`src/rtl/pwb_pkg.sv`:
```
package pwb_pkg;

  typedef enum logic [1:0] {
    ST_IDLE  = 2'd0,
    ST_TURN  = 2'd1,
    ST_READ  = 2'd2,
    ST_WRITE = 2'd3
  } pwb_state_e;

  // Nominal bus occupancy of one access before any wait states.
  function automatic int nominal_cycles(input logic is_wr, input int wr_c, input int rd_c);
    return is_wr ? wr_c : rd_c;
  endfunction

  // Width needed to count up to the longer of the two nominal lengths.
  function automatic int count_width(input int wr_c, input int rd_c);
    int m;
    m = (wr_c > rd_c) ? wr_c : rd_c;
    return (m < 2) ? 1 : $clog2(m + 1);
  endfunction

endpackage

```
`src/rtl/pwb_post_buf.sv`:
```
module pwb_post_buf #(
  parameter int AW = 16,
  parameter int DW = 32,
  parameter int SW = 1
) (
  input  logic          clk,
  input  logic          rst_n,
  input  logic          load,
  input  logic          in_write,
  input  logic [SW-1:0] in_space,
  input  logic [AW-1:0] in_addr,
  input  logic [DW-1:0] in_wdata,
  output logic          q_write,
  output logic [SW-1:0] q_space,
  output logic [AW-1:0] q_addr,
  output logic [DW-1:0] q_wdata
);

  always_ff @(posedge clk or negedge rst_n) begin
    if (!rst_n) begin
      q_write <= 1'b0;
      q_space <= '0;
      q_addr  <= '0;
      q_wdata <= '0;
    end else if (load) begin
      q_write <= in_write;
      q_space <= in_space;
      q_addr  <= in_addr;
      q_wdata <= in_wdata;
    end
  end

endmodule

```
`src/rtl/pwb_cycle_timer.sv`:
```
module pwb_cycle_timer #(
  parameter int CW = 2
) (
  input  logic          clk,
  input  logic          rst_n,
  input  logic          start,
  input  logic          run,
  input  logic [CW-1:0] limit,
  output logic          last
);

  logic [CW-1:0] cnt;

  assign last = (cnt == CW'(limit - 1'b1));

  always_ff @(posedge clk or negedge rst_n) begin
    if (!rst_n)            cnt <= '0;
    else if (start)        cnt <= '0;
    else if (run && !last) cnt <= cnt + 1'b1;
  end

endmodule

```
`src/rtl/pwb_space_decode.sv`:
```
module pwb_space_decode #(
  parameter int NSPACE = 2,
  parameter int SW     = 1
) (
  input  logic              active,
  input  logic [SW-1:0]     space,
  output logic [NSPACE-1:0] stb_n
);

  for (genvar i = 0; i < NSPACE; i++) begin : g_stb
    assign stb_n[i] = !(active && (space == SW'(i)));
  end

endmodule

```
`src/rtl/pwb_ctrl.sv`:
```
module pwb_ctrl
  import pwb_pkg::*;
#(
  parameter int AW     = 16,
  parameter int DW     = 32,
  parameter int NSPACE = 2,
  parameter int WR_CYC = 2,
  parameter int RD_CYC = 1,
  localparam int SW    = (NSPACE > 1) ? $clog2(NSPACE) : 1
) (
  input  logic              clk,
  input  logic              rst_n,
  input  logic              req_valid,
  output logic              req_ready,
  input  logic              req_write,
  input  logic [SW-1:0]     req_space,
  input  logic [AW-1:0]     req_addr,
  input  logic [DW-1:0]     req_wdata,
  output logic              rsp_valid,
  output logic [DW-1:0]     rsp_rdata,
  output logic [NSPACE-1:0] bus_stb_n,
  output logic              bus_rnw,
  output logic [AW-1:0]     bus_addr,
  output logic [DW-1:0]     bus_dout,
  output logic              bus_oe,
  input  logic [DW-1:0]     bus_din,
  input  logic              bus_rdy
);

  localparam int CW = count_width(WR_CYC, RD_CYC);

  pwb_state_e    state, state_nx;
  logic          buf_write;
  logic [SW-1:0] buf_space;
  logic [CW-1:0] lim;
  logic          last_wr;

  // Named internal events, used by the FSM and by the bound checker.
  logic acc_fire;     // handshake completes this cycle
  logic turn_needed;  // accepted read directly after a write
  logic bus_active;   // a strobe is asserted this cycle
  logic in_turn;      // turnaround cycle
  logic cyc_last;     // final nominal cycle of the current access
  logic cyc_end;      // access completes at the coming edge
  logic wr_end;
  logic rd_end;
  logic tmr_start;

  assign req_ready   = (state == ST_IDLE);
  assign acc_fire    = req_valid && req_ready;
  assign turn_needed = acc_fire && !req_write && last_wr;
  assign bus_active  = (state == ST_READ) || (state == ST_WRITE);
  assign in_turn     = (state == ST_TURN);
  assign cyc_end     = cyc_last && bus_rdy;
  assign wr_end      = cyc_end && (state == ST_WRITE);
  assign rd_end      = cyc_end && (state == ST_READ);
  assign tmr_start   = (acc_fire && !turn_needed) || in_turn;
  assign lim         = CW'(nominal_cycles(buf_write, WR_CYC, RD_CYC));

  pwb_post_buf #(.AW(AW), .DW(DW), .SW(SW)) u_buf (
    .clk      (clk),
    .rst_n    (rst_n),
    .load     (acc_fire),
    .in_write (req_write),
    .in_space (req_space),
    .in_addr  (req_addr),
    .in_wdata (req_wdata),
    .q_write  (buf_write),
    .q_space  (buf_space),
    .q_addr   (bus_addr),
    .q_wdata  (bus_dout)
  );

  logic tmr_last;
  pwb_cycle_timer #(.CW(CW)) u_tmr (
    .clk   (clk),
    .rst_n (rst_n),
    .start (tmr_start),
    .run   (bus_active),
    .limit (lim),
    .last  (tmr_last)
  );
  assign cyc_last = tmr_last && bus_active;

  pwb_space_decode #(.NSPACE(NSPACE), .SW(SW)) u_dec (
    .active (bus_active),
    .space  (buf_space),
    .stb_n  (bus_stb_n)
  );

  assign bus_oe  = (state == ST_WRITE);
  assign bus_rnw = (state != ST_WRITE);

  always_comb begin
    state_nx = state;
    unique case (state)
      ST_IDLE: if (acc_fire) begin
        if (req_write)        state_nx = ST_WRITE;
        else if (turn_needed) state_nx = ST_TURN;
        else                  state_nx = ST_READ;
      end
      ST_TURN:  state_nx = ST_READ;
      ST_READ:  if (cyc_end) state_nx = ST_IDLE;
      ST_WRITE: if (cyc_end) state_nx = ST_IDLE;
      default:  state_nx = ST_IDLE;
    endcase
  end

  always_ff @(posedge clk or negedge rst_n) begin
    if (!rst_n) begin
      state     <= ST_IDLE;
      last_wr   <= 1'b0;
      rsp_valid <= 1'b0;
      rsp_rdata <= '0;
    end else begin
      state     <= state_nx;
      last_wr   <= wr_end;
      rsp_valid <= rd_end;
      if (rd_end) rsp_rdata <= bus_din;
    end
  end

endmodule

```
`config.mk`:
```
export PLATFORM = sky130hd
export DESIGN_NAME = pwb_ctrl
export DESIGN_NICKNAME = d
export VERILOG_FILES = /design/src/rtl/pwb_pkg.sv /design/src/rtl/pwb_post_buf.sv /design/src/rtl/pwb_cycle_timer.sv /design/src/rtl/pwb_space_decode.sv /design/src/rtl/pwb_ctrl.sv
export SDC_FILE = /design/constraint.sdc
export NUM_CORES = 1
export LEC_CHECK = 0
export BUFFER_PORTS_ARGS = -buffer_cell sky130_fd_sc_hd__buf_2
export CORE_MARGIN = 4
export CORE_UTILIZATION = 25
export CTS_BUF_LIST = sky130_fd_sc_hd__clkbuf_4 sky130_fd_sc_hd__clkbuf_8
export DETAILED_ROUTE_END_ITERATION = 8
export PLACE_DENSITY_LB_ADDON = 0.1
export SYNTH_ARGS = -nofsm -noshare
export SYNTH_HDL_FRONTEND = slang
export SYNTH_HIERARCHICAL = 1
export SYNTH_SLANG_ARGS = --single-unit
```
`constraint.sdc`:
```
create_clock -name clk -period 2.09 [get_ports clk]
set_input_delay 0.3135 -clock clk [delete_from_list [all_inputs] [get_ports clk]]
set_output_delay 0.3135 -clock clk [all_outputs]
set_load 0.05 [all_outputs]
```
== Word level (Yosys, flattened, before mapping) ==
Index checks and enable logic that the tools add are counted.

* Multiplexer cells: 8
* Equal/unequal tests: 7
* Bitwise gates (word level): 1
* Add/subtract/negate cells: 2
* Reductions and logical operators: 22

{| class="wikitable"
|+ Operator list
! operator !! count
|-
| 2-bit 2-to-1 mux || 7
|-
| 1-bit logical AND || 11
|-
| 2-bit one-hot mux with 3 select lines || 1
|-
| 1-bit zero test || 5
|-
| 2-bit == test, second input constant || 2
|-
| 2-bit by 1-bit != test with 1-bit output, second input constant || 2
|-
| 2-bit by 1-bit adder with 2-bit output, second input constant || 1
|-
| 2-bit by 1-bit == test with 1-bit output, second input constant || 1
|-
| 2-bit == test || 1
|-
| 2-bit zero test || 1
|-
| 1-bit logical OR || 2
|-
| 2-bit != test, second input constant || 1
|-
| 2-bit AND reduction || 1
|-
| 2-bit nonzero test || 1
|-
| 2-bit OR reduction || 1
|-
| 2-bit by 1-bit subtractor with 2-bit output, second input constant || 1
|-
| 1-bit inverter || 1
|}

* Input bits: 86
* Register bits after elaboration: 88
* Output and inout port bits: 86

== Logic depth before layout (Yosys ltp) ==
Gate-level depths: netlist (run 1).

* Depth after elaboration: 8
* Gate-level depth with buffers: 7
* Mapped depth without buffers: 6

== Cells and area by module ==
Netlist (run 1), hierarchy kept.

{| class="wikitable"
|+ By module, submodules not included
! module !! area an instance (um^2) !! sequential area each (um^2) !! instances !! cells each
|-
| pwb_post_buf || 2113.3 || 1251.2 || 1 || 106
|-
| pwb_ctrl || 1537.7 || 900.9 || 1 || 88
|-
| pwb_cycle_timer || 158.9 || 50.0 || 1 || 17
|-
| pwb_space_decode || 10.0 || 0.0 || 1 || 2
|}

== Worst setup path before layout (run 1) ==
Ideal clock, no wire load.

* Path kind: register to register
* Start: reg state[1]
* End: reg u_buf.q_addr[0]
* Slack: -0.010 ns
* Stages on the path, launching flop included: 6
* Data required time: 1.965 ns
* Data arrival time: 1.975 ns
* Cells stage by stage: dfrtp_1 -> nor2_1 -> and2_1 -> buf_6 -> buf_12 -> mux2_4

* Word-level cells in the longest chain between the ends: 2

{| class="wikitable"
|+ RTL lines
! element !! line !! source
|-
| start: declaration || pwb_ctrl.sv:32 || <nowiki>pwb_state_e state, state_nx;</nowiki>
|-
| start signal: assignment || pwb_ctrl.sv:116 || <nowiki>state <= state_nx;</nowiki>
|-
| 2-bit zero test || pwb_ctrl.sv:49 || <nowiki>assign req_ready = (state == ST_IDLE);</nowiki>
|-
| via req_ready || pwb_ctrl.sv:14 || <nowiki>output logic req_ready,</nowiki>
|-
| 1-bit logical AND || pwb_ctrl.sv:50 || <nowiki>assign acc_fire = req_valid && req_ready;</nowiki>
|-
| via acc_fire || pwb_ctrl.sv:39 || <nowiki>logic acc_fire;</nowiki>
|-
| end signal: assignment || pwb_post_buf.sv:28 || <nowiki>q_addr <= in_addr;</nowiki>
|-
| end: declaration || pwb_post_buf.sv:15 || <nowiki>output logic [AW-1:0] q_addr,</nowiki>
|}

The timed path passes the listed nets, and every way through them passes these cells.
A chain may end at the register's enable or synchronous reset.

== Final worst setup path (run 1) ==
* Start: reg u_buf.q_write
* End: reg rsp_rdata[9]

* Word-level cells in the longest chain between the ends: 6

{| class="wikitable"
|+ RTL lines
! element !! line !! source
|-
| start: declaration || pwb_post_buf.sv:13 || <nowiki>output logic q_write,</nowiki>
|-
| start signal: assignment || pwb_post_buf.sv:26 || <nowiki>q_write <= in_write;</nowiki>
|-
| 2-bit 2-to-1 mux || pwb_pkg.sv:12 || <nowiki>return is_wr ? wr_c : rd_c;</nowiki>
|-
| 2-bit by 1-bit subtractor with 2-bit output || pwb_cycle_timer.sv:14 || <nowiki>assign last = (cnt == CW'(limit - 1'b1));</nowiki>
|-
| 2-bit == test || pwb_cycle_timer.sv:14 ||
|-
| via tmr_last || pwb_ctrl.sv:74 || <nowiki>logic tmr_last;</nowiki>
|-
| 1-bit logical AND || pwb_ctrl.sv:83 || <nowiki>assign cyc_last = tmr_last && bus_active;</nowiki>
|-
| 1-bit logical AND || pwb_ctrl.sv:54 || <nowiki>assign cyc_end = cyc_last && bus_rdy;</nowiki>
|-
| 1-bit logical AND || pwb_ctrl.sv:56 || <nowiki>assign rd_end = cyc_end && (state == ST_READ);</nowiki>
|-
| end signal: assignment || pwb_ctrl.sv:119 || <nowiki>if (rd_end) rsp_rdata <= bus_din;</nowiki>
|-
| end: declaration || pwb_ctrl.sv:20 || <nowiki>output logic [DW-1:0] rsp_rdata,</nowiki>
|}

The timed path passes the listed nets, and every way through them passes these cells.

==> flow_metrics.env, run 1 <==
export IMPL_outcome="finished, final reports clean"
export IMPL_viasPerCell=4.02
export IMPL_synth_main_ff_cell="dfrtp_1"
export IMPL_tns_ns=0
export IMPL_worst_slew_pin_slew_ns=0.370
export IMPL_clkTransAtPathRegs_ns=0.10
export IMPL_initial_core_util_pct=25.9
export IMPL_rsz0062_at_grt="no"
export IMPL_slew_viol_final=0
export IMPL_drt_total_wl_um=8860
export IMPL_grt_pass1_wl_um=14400
export IMPL_synth_top_cell_area_share_pct=57.6
export IMPL_diodes=0
export IMPL_areaGrowthSynthToFinish_pct=31.2
export IMPL_synth_area_leaders="dfrtp_1 (58%), mux2_4 (31%), buf_12 (4.2%), mux2_2 (0.88%), nand2_8 (0.52%)"
export IMPL_slowest_stage="dfrtp_1"
export IMPL_syn_avg_cell_area_um2=17.9
export IMPL_startpoint="u_buf/q_write"
export IMPL_drv_cap=0
export IMPL_finalCritPeriodShare_pct=88.2
export IMPL_coreArea_um2=14800
export IMPL_drc=0
export IMPL_nets=476
export IMPL_hp_class="input port to flop"
export IMPL_finalSetupViolCount=0
export IMPL_rows=44
export IMPL_final_hold_viol_count=0
export IMPL_path_cells="xor2_1 -> nand3b_1 -> o21ai_1 -> and3_4 -> nand2_8 -> mux2_4"
export IMPL_synth_common_cells="dfrtp_1 (88), mux2_4 (79), buf_12 (8)"
export IMPL_grt_max_degree=46
export IMPL_synthesis_area_um2=3820
export IMPL_ant_nets=0
export IMPL_grt_remaining_overflow=0
export IMPL_fmax_mhz=542
export IMPL_critPathLaunchType="flop"
export IMPL_crit_end="rsp_rdata[9]"
export IMPL_ys_seq_area_share_pct=57.6
export IMPL_finClkSkew_ns=0.0117
export IMPL_fin_crit_ns=1.84
export IMPL_syn_nets=299
export IMPL_numCtsBuffers=9
export IMPL_slowest_delay_ns=0.44
export IMPL_arrival_ns=2.09
export IMPL_die_y_um=132
export IMPL_wl_per_cell_um=15.3
export IMPL_cts_buffer_depth=2
export IMPL_gp_congestion=0.676
export IMPL_post_cts_resized=0
export IMPL_clk_latency_ns=0.37
export IMPL_synthDistinctLibCells=27
export IMPL_synth_cells=213
export IMPL_grt_pass1_vias=2598
export IMPL_multi_input_area_um2=1420
export IMPL_grt_use_total_pct=10.6
export IMPL_clock_root_buffer="clkbuf_8"
export IMPL_worst_r2r_endpoint="rsp_rdata[9]"
export IMPL_clock_sinks=88
export IMPL_pin_count=172
export IMPL_required_ns=2.34
export IMPL_dieArea_um2=17300
export IMPL_crit_type="flop to flop"
export IMPL_drtIter0Drc=77
export IMPL_port_buffers=171
export IMPL_yosysWarningCount=6
export IMPL_rrSetupSlack_ns=0.25
export IMPL_critPathCaptureType="flop"
export IMPL_dieWidth_um=132
export IMPL_antenna_found_initial=0
export IMPL_ff_latch_area_um2=2200
export IMPL_vias=2330
export IMPL_ctsHoldBuffers=1
export IMPL_synth_edf_count=0
export IMPL_r2r_start="u_buf/q_write"
export IMPL_dr_pass1_iters=4
export IMPL_async_flop_share_pct=100
export IMPL_postCtsSetupBuffers=0
export IMPL_cp_max_fo=33
export IMPL_worst_r2r_cell_count=6
export IMPL_detailed_place_hpwl_um=6290
export IMPL_synth_top_area_cell="dfrtp_1"
export IMPL_drive_above_1_share_pct=71.4
export IMPL_cts_tree="built"
export IMPL_ys_ff_latch=88
export IMPL_fill_cells=1504
export IMPL_cts_htree_levels=3
export IMPL_relSlewSlack_pct=75.3
export IMPL_synth_most_common_cell="dfrtp_1"
## through the flow
step	area (um2)	std cells	hold slack, ns	utilization (%)	worst slack (ns)
2_1_floorplan	3820	213	0.0179	-	0.259
3_3_place_gp	4800	562	0.242	32.5	0.300
3_5_place_dp	4800	562	0.244	32.5	0.264
4_1_cts	5010	579	0.131	34.0	0.248
5_1_grt	5010	579	0.126	34.0	0.160
6_report	5010	579	0.169	34.0	0.246
## registers in the layout, summed over array words and instances (netlist names)
register	count
last_wr	1
u_buf/q_space	1
rsp_valid	1
u_buf/q_addr	16
u_buf/q_write	1
u_buf/q_wdata	32
state	2
rsp_rdata	32
u_tmr/cnt	2
## layout make-up
type / instances / share of cell area [%]
Clock buffer: 10 / 2.62
Inverter: 5 / 0.375
Multi-Input combinational cell: 110 / 28.4
Timing Repair Buffer: 176 / 18.7
Clock inverter: 6 / 1.37
Tap cell: 184 / 4.59
Sequential cell: 88 / 43.9
## cell usage in the layout (no fill, tap or decap), drive strengths merged, types with 3 or more instances in the layout
master    count
nand2         5
buf         175
mux2         82
dfrtp        88
inv           6
clkinvlp      4
clkbuf       10
o21ai         3
a21oi         3
## worst min path at each step
stage	startpoint	endpoint	slack, ns	depth (start not counted)
2_1_floorplan	rst_n	last_wr	0.02	0
3_3_place_gp	rst_n	u_buf/q_addr[1]	0.24	1
3_5_place_dp	rst_n	u_buf/q_wdata[25]	0.24	1
4_1_cts	req_wdata[17]	u_buf/q_wdata[17]	0.13	2
5_1_grt	req_addr[1]	u_buf/q_addr[1]	0.13	2
6_report	req_addr[2]	u_buf/q_addr[2]	0.17	2
## cell families after synthesis
| logic type | after synthesis | share of synthesized area (%) |
|---|---|---|
| flip-flops | 88 | 57.6 |
| multiplexers | 83 | 32.2 |
| AND/OR/NAND/NOR | 18 | 3.41 |
| buffers and inverters | 15 | 5.21 |
| AO/OA/AOI/OAI | 8 | 1.31 |
| XOR/XNOR | 1 | 0.229 |
## worst max-delay path, delay by kind of cell, from the launching register on
family,cells,cell delay [ns]
mux,1,0.37
xor+xnor,1,0.22
simple gates,3,0.57
compound gates,1,0.11
flops,1,0.44
## routing by layer
metal | share of wire (%) | up-vias | global-route usage, %
li1 | - | 1094 | -
met1 | 45 | 1131 | 13.2
met2 | 46 | 97 | 16.7
met3 | 7.8 | 8 | 4.89
met4 | 1.3 | 0 | 2.98
met5 | 0 | - | 0
Power of run 1 is left out: the tool's default activity adds up to more than one toggle a clock period on the data nets, which glitch-free logic cannot reach.
==> run 2, diff against run 1 <==
- PLACE_DENSITY_LB_ADDON: 0.1 -> default
==> flow_metrics.env, run 2 (synthesized netlist as in run 1, its figures left out) <==
export IMPL_nets=479
export IMPL_final_hold_viol_count=0
export IMPL_multi_input_area_um2=1420
export IMPL_slew_viol_final=0
export IMPL_outcome="finished, final reports clean"
export IMPL_cp_buffers_inverters=0
export IMPL_diodes=0
export IMPL_rows=44
export IMPL_fin_crit_ns=1.84
export IMPL_cts_buffer_depth=2
export IMPL_finalCritPeriodShare_pct=87.9
export IMPL_wl_per_cell_um=14.6
export IMPL_grt_pass1_wl_um=13800
export IMPL_clock_root_buffer="clkbuf_8"
export IMPL_vias=2363
export IMPL_cp_top_family="simple AND/OR/NAND/NOR gates"
export IMPL_gp_congestion=0.708
export IMPL_dieArea_um2=17300
export IMPL_fill_cells=1487
export IMPL_tns_ns=0
export IMPL_grt_max_degree=47
export IMPL_pin_count=172
export IMPL_ff_latch_area_um2=2200
export IMPL_relSlewSlack_pct=75.8
export IMPL_hp_class="input port to flop"
export IMPL_cp_max_fo=33
export IMPL_arrival_ns=2.08
export IMPL_required_ns=2.34
export IMPL_place_area_um2=4810
export IMPL_slowest_stage="dfrtp_1"
export IMPL_stdcell_count=582
export IMPL_largest_registers="rsp_rdata: 32 flops, u_buf/q_wdata: 32 flops, u_buf/q_addr: 16 flops"
export IMPL_slowest_delay_ns=0.44
export IMPL_clock_sinks=88
export IMPL_finalSetupViolCount=0
export IMPL_viasPerCell=4.06
export IMPL_fmax_mhz=545
export IMPL_crit_type="flop to flop"
export IMPL_clkTransAtPathRegs_ns=0.09
export IMPL_cts_tree="built"
export IMPL_design_area_um2=5020
export IMPL_grt_pass1_vias=2681
export IMPL_dr_pass1_iters=4
export IMPL_areaGrowthSynthToFinish_pct=31.3
export IMPL_drtIter0Drc=56
export IMPL_drive_above_1_share_pct=71.6
export IMPL_die_y_um=132
export IMPL_path_cells="xor2_1 -> nand3b_1 -> o21ai_1 -> and3_4 -> nand2_8 -> mux2_4"
export IMPL_clk_latency_ns=0.36
export IMPL_postCtsSetupBuffers=0
export IMPL_rsz0062_at_grt="no"
export IMPL_finClkSkew_ns=0.00543
export IMPL_grt_use_total_pct=10.0
export IMPL_fin_util_pct=34.0
export IMPL_drv_cap=0
export IMPL_antenna_found_initial=0
export IMPL_numCtsBuffers=9
export IMPL_critPathLaunchType="flop"
export IMPL_drt_total_wl_um=8500
export IMPL_worst_slew_pin_slew_ns=0.364
export IMPL_mostFrequentLayoutCells="buf_2 (170), dfrtp_1 (88), mux2_4 (79), clkbuf_8 (9), buf_4 (6)"
export IMPL_critPathCaptureType="flop"
export IMPL_drc=0
export IMPL_mostFrequentLayoutCell="buf_2"
export IMPL_cts_htree_levels=3
export IMPL_placed_cells=565
export IMPL_coreArea_um2=14800
export IMPL_dieWidth_um=132
export IMPL_initial_core_util_pct=25.9
export IMPL_detailed_place_hpwl_um=6290
export IMPL_grt_remaining_overflow=0
export IMPL_port_buffers=171
export IMPL_ant_nets=0
## run 2: cell types whose count changed in the layout (fill, tap and decap cells not counted)
cell        change
clkinvlp_4      +1
buf_12          -1
clkbuf_4        -1
clkinv_2        +1
inv_6           -1
buf_4           +4
## run 2: worst paths after layout
path,depth (start not counted),slack (ns),to,from
min in group asynchronous,2,0.36,u_buf/q_addr[4],rst_n
max in group asynchronous,3,1.13,rsp_rdata[11],rst_n
worst max-delay path,6,0.25,rsp_rdata[9],u_buf/q_write
worst min register to register,1,0.51,u_buf/q_wdata[26],u_buf/q_wdata[26]
worst min-delay path,2,0.17,u_buf/q_addr[6],req_addr[6]
worst max register to register,6,0.25,rsp_rdata[9],u_buf/q_write
## run 2: final cells by class
class	count	area share (%)
flip-flops and latches	88	43.9
multi-input cells	110	28.4
repair buffers	179	18.9
well taps	184	4.59
clock buffers	9	2.47
clock inverters	7	1.45
inverters	5	0.374
## run 2: per-stage QoR
stage | setup slack (ns) | hold slack, ns
global placement | 0.314 | 0.202
floorplan | 0.259 | 0.0179
finish | 0.254 | 0.175
global route | 0.101 | 0.132
CTS | 0.248 | 0.131
detailed placement | 0.285 | 0.207
## run 2: repair_timing
action	in CTS	in global routing
endpoints found under the hold margin	17	0
hold buffers	1	0
endpoints found under the setup margin	0	0
resized for setup	0	0
## run 2: layer usage
metal  vias to the layer above  wire [um]  part of all wire (%)  GRT usage [%]
met4                         0        207                   2.4           5.83
met2                        83       4390                    52           17.3
met1                      1174       3420                    40           11.1
met3                        13        487                   5.7           2.79
met5                         -          0                     0              0
li1                       1093          -                     -              -
## run 2: worst register-to-register path, delay by kind of cell, from the launching register on
family,cells,cell delay [ns]
simple gates,3,0.56
xor+xnor,1,0.23
mux,1,0.40
compound gates,1,0.09
flops,1,0.44
Power of run 2 is left out for the same reason.
==> run 3, diff against run 2 <==
- CELL_PAD_IN_SITES_DETAIL_PLACEMENT: default -> 1
- CELL_PAD_IN_SITES_GLOBAL_PLACEMENT: default -> 2
- GPL_TIMING_DRIVEN: default -> 0
- PLACE_DENSITY_LB_ADDON: default -> 0.1
==> flow_metrics.env, run 3 (synthesized netlist as in run 1, its figures left out) <==
export IMPL_port_buffers=171
export IMPL_cts_htree_levels=3
export IMPL_post_cts_resized=0
export IMPL_design_area_um2=5140
export IMPL_cts_tree="built"
export IMPL_grt_pass1_wl_um=15400
export IMPL_drtIter0Drc=39
export IMPL_diodes=0
export IMPL_drc=0
export IMPL_rows=44
export IMPL_place_area_um2=4940
export IMPL_drv_cap=0
export IMPL_pin_count=172
export IMPL_numCtsBuffers=9
export IMPL_fill_cells=1615
export IMPL_fin_crit_ns=1.81
export IMPL_grt_remaining_overflow=0
export IMPL_final_hold_viol_count=0
export IMPL_grt_busiest_layer="met2"
export IMPL_finalSetupViolCount=0
export IMPL_worst_slew_pin_slew_ns=0.564
export IMPL_critPathLaunchType="flop"
export IMPL_antenna_found_initial=0
export IMPL_relSlewSlack_pct=62.4
export IMPL_largest_registers="rsp_rdata: 32 flops, u_buf/q_wdata: 32 flops, u_buf/q_addr: 16 flops"
export IMPL_ff_latch_area_um2=2200
export IMPL_ant_nets=0
export IMPL_clock_sinks=88
export IMPL_grt_pass1_vias=2727
export IMPL_outcome="finished, final reports clean"
export IMPL_coreArea_um2=14800
export IMPL_cts_buffer_depth=2
export IMPL_cp_max_fo=10
export IMPL_initial_core_util_pct=25.9
export IMPL_clkTransAtPathRegs_ns=0.09
export IMPL_wl_per_cell_um=16.2
export IMPL_clk_latency_ns=0.36
export IMPL_vias=2407
export IMPL_grt_max_degree=50
export IMPL_finClkSkew_ns=0.00951
export IMPL_grt_use_met3_pct=3.52
export IMPL_detailed_place_hpwl_um=7080
export IMPL_die_y_um=132
export IMPL_required_ns=2.35
export IMPL_grtUsageMet2_pct=18.3
export IMPL_drt_total_wl_um=9510
export IMPL_multi_input_area_um2=1420
export IMPL_dr_pass1_iters=4
export IMPL_areaGrowthSynthToFinish_pct=34.6
export IMPL_dieArea_um2=17300
export IMPL_gr_usage_met1_pct=13.8
export IMPL_gp_congestion=0.709
export IMPL_tns_ns=0
export IMPL_hp_class="input port to flop"
export IMPL_drive_above_1_share_pct=71.4
export IMPL_nets=483
export IMPL_arrival_ns=2.06
export IMPL_rsz0062_at_grt="no"
export IMPL_grt_use_total_pct=11.3
export IMPL_dieWidth_um=132
export IMPL_critPathCaptureType="flop"
export IMPL_viasPerCell=4.11
export IMPL_fmax_mhz=553
export IMPL_mostFrequentLayoutCell="buf_2"
export IMPL_clock_root_buffer="clkbuf_8"
export IMPL_finalCritPeriodShare_pct=86.5
export IMPL_mostFrequentLayoutCells="buf_2 (170), dfrtp_1 (88), mux2_4 (79), clkbuf_8 (9), buf_12 (8)"
export IMPL_crit_type="flop to flop"
export IMPL_slew_viol_final=0
run 3: cell count changes in the layout (fill, tap and decap cells not counted), moves of 2 or more:
cell	before	now
clkinv_2	1	3
clkinvlp_4	5	1
buf_4	6	1
buf_12	2	8
run 3: area by class of cell:
class / instances / share of cell area, %
sequential: 88 / 42.8
multi-input combinational: 110 / 27.6
timing repair buffer: 173 / 17.4
tap: 184 / 4.48
buffer: 10 / 3.50
clock buffer: 9 / 2.41
clock inverter: 7 / 1.36
inverter: 5 / 0.365
run 3: through the flow:
stage / worst slack [ns] / instances / hold slack [ns] / util (%)
after floorplan: 0.259 / 213 / 0.0179 / -
after global placement: -0.266 / 568 / 0.485 / 33.3
after detailed placement: 0.260 / 569 / 0.353 / 33.5
after CTS: 0.238 / 586 / 0.130 / 34.9
after global routing: 0.0988 / 586 / 0.136 / 34.9
final: 0.283 / 586 / 0.170 / 34.9
run 3: path summary, 6_finish.rpt:
| kind | start | endpoint | slack (ns) | cells past startpoint |
|---|---|---|---|---|
| worst max-delay path | u_buf/q_write | rsp_rdata[17] | 0.28 | 7 |
| worst min-delay path | bus_din[20] | rsp_rdata[20] | 0.17 | 2 |
| worst max register to register | u_buf/q_write | rsp_rdata[17] | 0.28 | 7 |
| worst min register to register | rsp_rdata[2] | rsp_rdata[2] | 0.51 | 1 |
| max in group asynchronous | rst_n | rsp_rdata[28] | 0.97 | 3 |
| min in group asynchronous | rst_n | u_buf/q_wdata[22] | 0.48 | 2 |
run 3: worst max-delay path: stages (launching register included):
cell and delay (ns):
dfrtp_1 0.44, inv_1 0.15, nand2b_2 0.09, o21ai_1 0.19
and3_4 0.27, nand2_8 0.09, buf_12 0.17, mux2_4 0.30
run 3: repair_timing:
action                     in CTS  in global routing
setup endpoints to repair       0                  0
setup buffers                   0                  0
hold buffers                    1                  0
hold endpoints to repair       39                  0
run 3: per-layer routing:
layer / share of wire (%) / routed length [um]
met1: 44 / 4160
met2: 48 / 4570
met3: 5.6 / 536
met4: 2.6 / 247
met5: 0 / 0
Power of run 3 is left out for the same reason.
